<file path="src/rtl/pwbit_pkg.sv">
package pwbit_pkg;

    typedef enum logic {
        ST_IDLE = 1'b0,
        ST_SEND = 1'b1
    } enc_state_e;

    // Line values for slots 0..3, with bit n of the result holding slot n.
    function automatic logic [3:0] shape_of(input logic value);
        return {1'b1, value, value, 1'b0};
    endfunction

endpackage

</file>
<file path="src/rtl/pwbit_slot_timer.sv">
module pwbit_slot_timer #(
    parameter int SLOT_CYCLES = 48
) (
    input  logic       clk,
    input  logic       rst_n,
    input  logic       run,
    output logic [1:0] slot_idx,
    output logic       bit_end
);
    localparam int CW = (SLOT_CYCLES > 1) ? $clog2(SLOT_CYCLES) : 1;
    localparam logic [CW-1:0] LAST = CW'(SLOT_CYCLES - 1);

    logic [CW-1:0] cyc_q;
    logic [1:0]    slot_q;
    logic          slot_end;

    assign slot_end = run && (cyc_q == LAST);

    always_ff @(posedge clk) begin
        if (!rst_n || !run) begin
            cyc_q  <= '0;
            slot_q <= '0;
        end else if (slot_end) begin
            cyc_q  <= '0;
            slot_q <= slot_q + 2'd1;
        end else begin
            cyc_q  <= cyc_q + 1'b1;
        end
    end

    assign slot_idx = slot_q;
    assign bit_end  = slot_end && (slot_q == 2'd3);

endmodule

</file>
<file path="src/rtl/pwbit_fifo.sv">
module pwbit_fifo #(
    parameter int DEPTH = 32,
    localparam int AW = (DEPTH > 1) ? $clog2(DEPTH) : 1
) (
    input  logic        clk,
    input  logic        rst_n,
    input  logic        push,
    input  logic        push_bit,
    input  logic        pop,
    output logic        head_bit,
    output logic [AW:0] fill,
    output logic        full,
    output logic        empty
);
    logic [DEPTH-1:0] mem;
    logic [AW-1:0]    wp_q, rp_q;
    logic [AW:0]      cnt_q;
    logic             do_push, do_pop;

    function automatic logic [AW-1:0] step(input logic [AW-1:0] p);
        return (p == AW'(DEPTH - 1)) ? '0 : p + 1'b1;
    endfunction

    assign full    = (cnt_q == (AW+1)'(DEPTH));
    assign empty   = (cnt_q == '0);
    assign do_push = push && !full;
    assign do_pop  = pop && !empty;

    always_ff @(posedge clk) begin
        if (do_push) begin
            mem[wp_q] <= push_bit;
        end
    end

    always_ff @(posedge clk) begin
        if (!rst_n) begin
            wp_q  <= '0;
            rp_q  <= '0;
            cnt_q <= '0;
        end else begin
            if (do_push) wp_q <= step(wp_q);
            if (do_pop)  rp_q <= step(rp_q);
            unique case ({do_push, do_pop})
                2'b10:   cnt_q <= cnt_q + 1'b1;
                2'b01:   cnt_q <= cnt_q - 1'b1;
                default: cnt_q <= cnt_q;
            endcase
        end
    end

    assign head_bit = mem[rp_q];
    assign fill     = cnt_q;

endmodule

</file>
<file path="src/rtl/pwbit_encoder.sv">
module pwbit_encoder
    import pwbit_pkg::*;
#(
    parameter int SLOT_CYCLES = 48,
    parameter int DEPTH       = 32
) (
    input  logic clk,
    input  logic rst_n,
    input  logic wr_valid,
    input  logic wr_bit,
    output logic wr_ready,
    input  logic start,
    output logic line_out,
    output logic busy,
    output logic done
);
    localparam int AW = (DEPTH > 1) ? $clog2(DEPTH) : 1;

    enc_state_e  state_q, state_d;
    logic [3:0]  shape_q;
    logic        done_q;
    logic [1:0]  slot_idx;
    logic        bit_end;
    logic        head_bit, fifo_full, fifo_empty;
    logic [AW:0] fill_cnt;
    logic        launch, pop, drain;

    pwbit_slot_timer #(.SLOT_CYCLES(SLOT_CYCLES)) u_timer (
        .clk      (clk),
        .rst_n    (rst_n),
        .run      (state_q == ST_SEND),
        .slot_idx (slot_idx),
        .bit_end  (bit_end)
    );

    pwbit_fifo #(.DEPTH(DEPTH)) u_store (
        .clk      (clk),
        .rst_n    (rst_n),
        .push     (wr_valid && wr_ready),
        .push_bit (wr_bit),
        .pop      (pop),
        .head_bit (head_bit),
        .fill     (fill_cnt),
        .full     (fifo_full),
        .empty    (fifo_empty)
    );

    assign launch = (state_q == ST_IDLE) && start && !fifo_empty;
    assign drain  = (state_q == ST_SEND) && bit_end && fifo_empty;
    assign pop    = launch || ((state_q == ST_SEND) && bit_end && !fifo_empty);

    always_comb begin
        state_d = state_q;
        unique case (state_q)
            ST_IDLE: if (launch) state_d = ST_SEND;
            ST_SEND: if (drain)  state_d = ST_IDLE;
            default: state_d = ST_IDLE;
        endcase
    end

    always_ff @(posedge clk) begin
        if (!rst_n) begin
            state_q <= ST_IDLE;
            shape_q <= 4'b1111;
            done_q  <= 1'b0;
        end else begin
            state_q <= state_d;
            done_q  <= drain;
            if (pop) shape_q <= shape_of(head_bit);
        end
    end

    always_comb begin
        unique case (state_q)
            ST_SEND: begin
                line_out = shape_q[slot_idx];
                busy     = 1'b1;
                wr_ready = 1'b0;
            end
            default: begin
                line_out = 1'b1;
                busy     = 1'b0;
                wr_ready = !fifo_full;
            end
        endcase
        done = done_q;
    end

endmodule

</file>
<file path="config.mk">
export PLATFORM = sky130hd
export DESIGN_NAME = pwbit_encoder
export DESIGN_NICKNAME = d
export VERILOG_FILES = /design/src/rtl/pwbit_pkg.sv /design/src/rtl/pwbit_slot_timer.sv /design/src/rtl/pwbit_fifo.sv /design/src/rtl/pwbit_encoder.sv
export SDC_FILE = /design/constraint.sdc
export NUM_CORES = 1
export LEC_CHECK = 0
export CAP_MARGIN = 20
export CORE_UTILIZATION = 55
export CTS_CLUSTER_SIZE = 30
export DETAILED_ROUTE_END_ITERATION = 6
export MAX_ROUTING_LAYER = met4
export PLACE_DENSITY = 0.75
export SYNTH_ARGS = -nofsm -noshare
export SYNTH_HDL_FRONTEND = slang
export SYNTH_HIERARCHICAL = 1
export SYNTH_SLANG_ARGS = --single-unit
</file>
<file path="constraint.sdc">
create_clock -name clk -period 5.7 [get_ports clk]
set_input_delay 1.14 -clock clk [delete_from_list [all_inputs] [get_ports clk]]
set_output_delay 1.14 -clock clk [all_outputs]
set_load 0.03 [all_outputs]
</file>
==> results.yml <==
sta:
  setup-violations-final: 0
  hold_violations: 0
  fin_ws_ns: 2.12
  relSlewSlack: 0.382
  clock_skew_ns: 0.00667
  tns_ns: 0
  finalCriticalPeriod_ns: 3.58
  fmax_mhz: 279
  rsz0062_at_grt: "false"
  final-max-slew-violation-count: 0
  fin_crit_sh: 0.628
  tightest_slew_ns: 0.925
setup_path:
  endpoint_kind: "register"
  start_kind: "input port"
  cp.required_ns: 5.92
  path_max_fanout: 9
  crit_arrival_ns: 3.80
  path_class: "input port to register"
power_and_ir_drop:
  power_density_nw_per_um2: 382
  p_leak_uw: 0.00117
  peakVddDrop_v: 0.000290
logic_synthesis:
  synth_compound_area_frac: 0.103
  synth.ff_latch_count: 60
  synthesis.area_sq_um: 3040
  synth_edf_count: 32
  synth_fa_ha_area_frac: 0.0643
  synth_cell_types: 52
  syn_area_per_cell_sq_um: 10.2
  synth_xor_area_frac: 0.0259
  syn_inst: 298
  synth-main-ff-cell: "edfxtp_1"
  ys_async_sr_fraction: 0
  ys_seq_area_frac: 0.501
  synth_top_family_by_area: "simple AND/OR/NAND/NOR gates"
  synth.area.mux_share: 0.0647
  syn_nets: 318
  yosys.area_share.simple: 0.206
  ys_warn_count: 6
route:
  drt-total-wl_um: 5380
  viasPerCell: 5.54
  wire_per_inst_um: 14.1
  drtPass1Iterations: 4
  drt_iter0_drc: 129
  vias: 2112
  drc: 0
  ant_nets: 0
place:
  port_buffers: 8
  place_congestion: 0.854
  dp_slack_ns: 1.82
  dpl.hpwl_um: 3580
  placed_cell_area_sq_um: 3150
finish:
  fillCellCount: 414
  fin_nets: 326
  area_growth_pct: 11.5
  layout-drive-gt1-share: 0.0900
  final_area_sq_um: 3390
  fin_util: 0.651
  n_antenna_cell: 0
clock_network:
  cts-hold-fix-buffers: 0
  cts_tree: "built"
  path_clk_slew_ns: 0.07
  clock_sinks: 60
  numCtsBuffers: 9
  clock-root-buffer: "clkbuf_8"
  clockBufferDepth: 2
  post_cts_buffers: 0
  cts_resized: 0
  cts-htree-levels: 3
  clock_latency_ns: 0.32
floorplan:
  core_sq_um: 5200
  die_w_um: 76.3
  start_util: 0.584
  die_y_um: 76.3
  die_area_sq_um: 5820
  row_count: 26
  io_pins: 9
global_routing:
  grt_usage: 0.213
  antenna_found_initial: 0
  grt_pass1_wl_um: 9340
  grt_pass1_vias: 2022
  grt_max_degree: 33
  overflow: 0
job:
  drv_cap: 0
run_status:
  status: "completed"
hold_path:
  hold_path_class: "register to register"
layer usage:
layer | share of wire | GRT usage
met1 | 0.47 | 0.276
met2 | 0.48 | 0.323
met3 | 0.040 | 0.0551
met4 | 0.0085 | 0.0788
met5 | 0 | -
per-stage QoR:
stage / hold WS, ns / instances / total power [uW]
5_1_grt: 0.477 / 381 / 1380
2_1_floorplan: 0.418 / 298 / 800
4_1_cts: 0.461 / 381 / 1300
6_report: 0.462 / 381 / 1290
3_3_place_gp: 0.431 / 365 / 869
3_5_place_dp: 0.445 / 365 / 881
sequential cells by signal (all words and copies together) (netlist names):
name              cells
u_store/fill          6
done                  1
shape_q               2
u_timer/slot_idx      2
u_store/wp_q          5
u_timer/cyc_q         6
u_store/mem          32
state_q               1
u_store/rp_q          5
Yosys cell counts, drive strengths merged (2+ instances only):
master,n,share of area
nand3,12,0.021
o21ai,18,0.030
buf,6,0.012
xnor2,5,0.014
mux4,2,0.015
a21o,2,0.0049
o311ai,2,0.0058
nand2,28,0.035
or4,2,0.0062
or3,3,0.0062
a22oi,2,0.0049
clkbuf,5,0.0062
inv,12,0.015
a21boi,7,0.017
nor4b,2,0.0058
nor2,48,0.060
and3,3,0.0062
a31oi,2,0.0041
mux2i,14,0.046
edfxtp,32,0.32
nor3,4,0.0066
nand3b,4,0.0099
ha,14,0.058
a21oi,5,0.0082
and2,9,0.019
or3b,2,0.0058
dfxtp,28,0.18
xor2,4,0.012
nor2b,4,0.0082
power by group:
group	switching [uW]	internal, uW
clock network	161	261
registers	47.4	492
logic	197	136
total	405	889
cell type report:
cell class,count,area [sq um],share of cell area
Sequential cell,60,1520,0.449
Inverter,13,53.8,0.0159
Tap cell,70,87.6,0.0259
Clock buffer,15,230,0.0680
Timing Repair Buffer,8,80.1,0.0236
Multi-Input combinational cell,214,1410,0.416
Clock inverter,1,5.00,0.00148
placed cells by master (no fill, tap or decap), types with 2 or more instances in the layout:
cell type        instances
nor2_1                  47
edfxtp_1                32
nand2_1                 28
dfxtp_1                 28
o21ai_0                 18
mux2i_1                 14
ha_1                    14
inv_1                   12
clkbuf_8                11
nand3_1                 11
and2_1                   9
clkdlybuf4s50_1          8
a21boi_0                 6
xnor2_1                  5
a21oi_1                  5
nor3_1                   4
nand3b_1                 4
nor2b_1                  4
xor2_1                   4
clkbuf_16                3
or3_1                    3
and3_1                   3
or3b_2                   2
mux4_2                   2
a22oi_1                  2
a31oi_1                  2
a21o_1                   2
nor4b_1                  2
worst paths after layout:
| path | from | to | slack (ns) | depth (start not counted) |
|---|---|---|---|---|
| worst max-delay path | start | u_store/fill[5] | 2.12 | 12 |
| worst min-delay path | u_timer/cyc_q[0] | u_timer/cyc_q[0] | 0.46 | 1 |
| worst max register to register | u_store/fill[1] | u_store/fill[5] | 2.23 | 12 |
| worst min register to register | u_timer/cyc_q[0] | u_timer/cyc_q[0] | 0.46 | 1 |
critical path, stage by stage:
cell and delay (ns):
clkdlybuf4s50_1 0.44, mux2i_1 0.27, nor2_1 0.12, o31ai_4 0.13, inv_1 0.13, ha_1 0.31, ha_1 0.34, a21o_1 0.20
a21oi_1 0.22, o311ai_0 0.19, xnor2_1 0.16, and2_1 0.16
logic make-up after synthesis:
group / Yosys count
AO/OA/AOI/OAI: 46
XOR/XNOR: 9
adder cells (fa/ha/maj): 15
buffers and inverters: 24
flip-flops: 60
multiplexers: 17
AND/OR/NAND/NOR: 127
(Power assumes the default switching activity.)
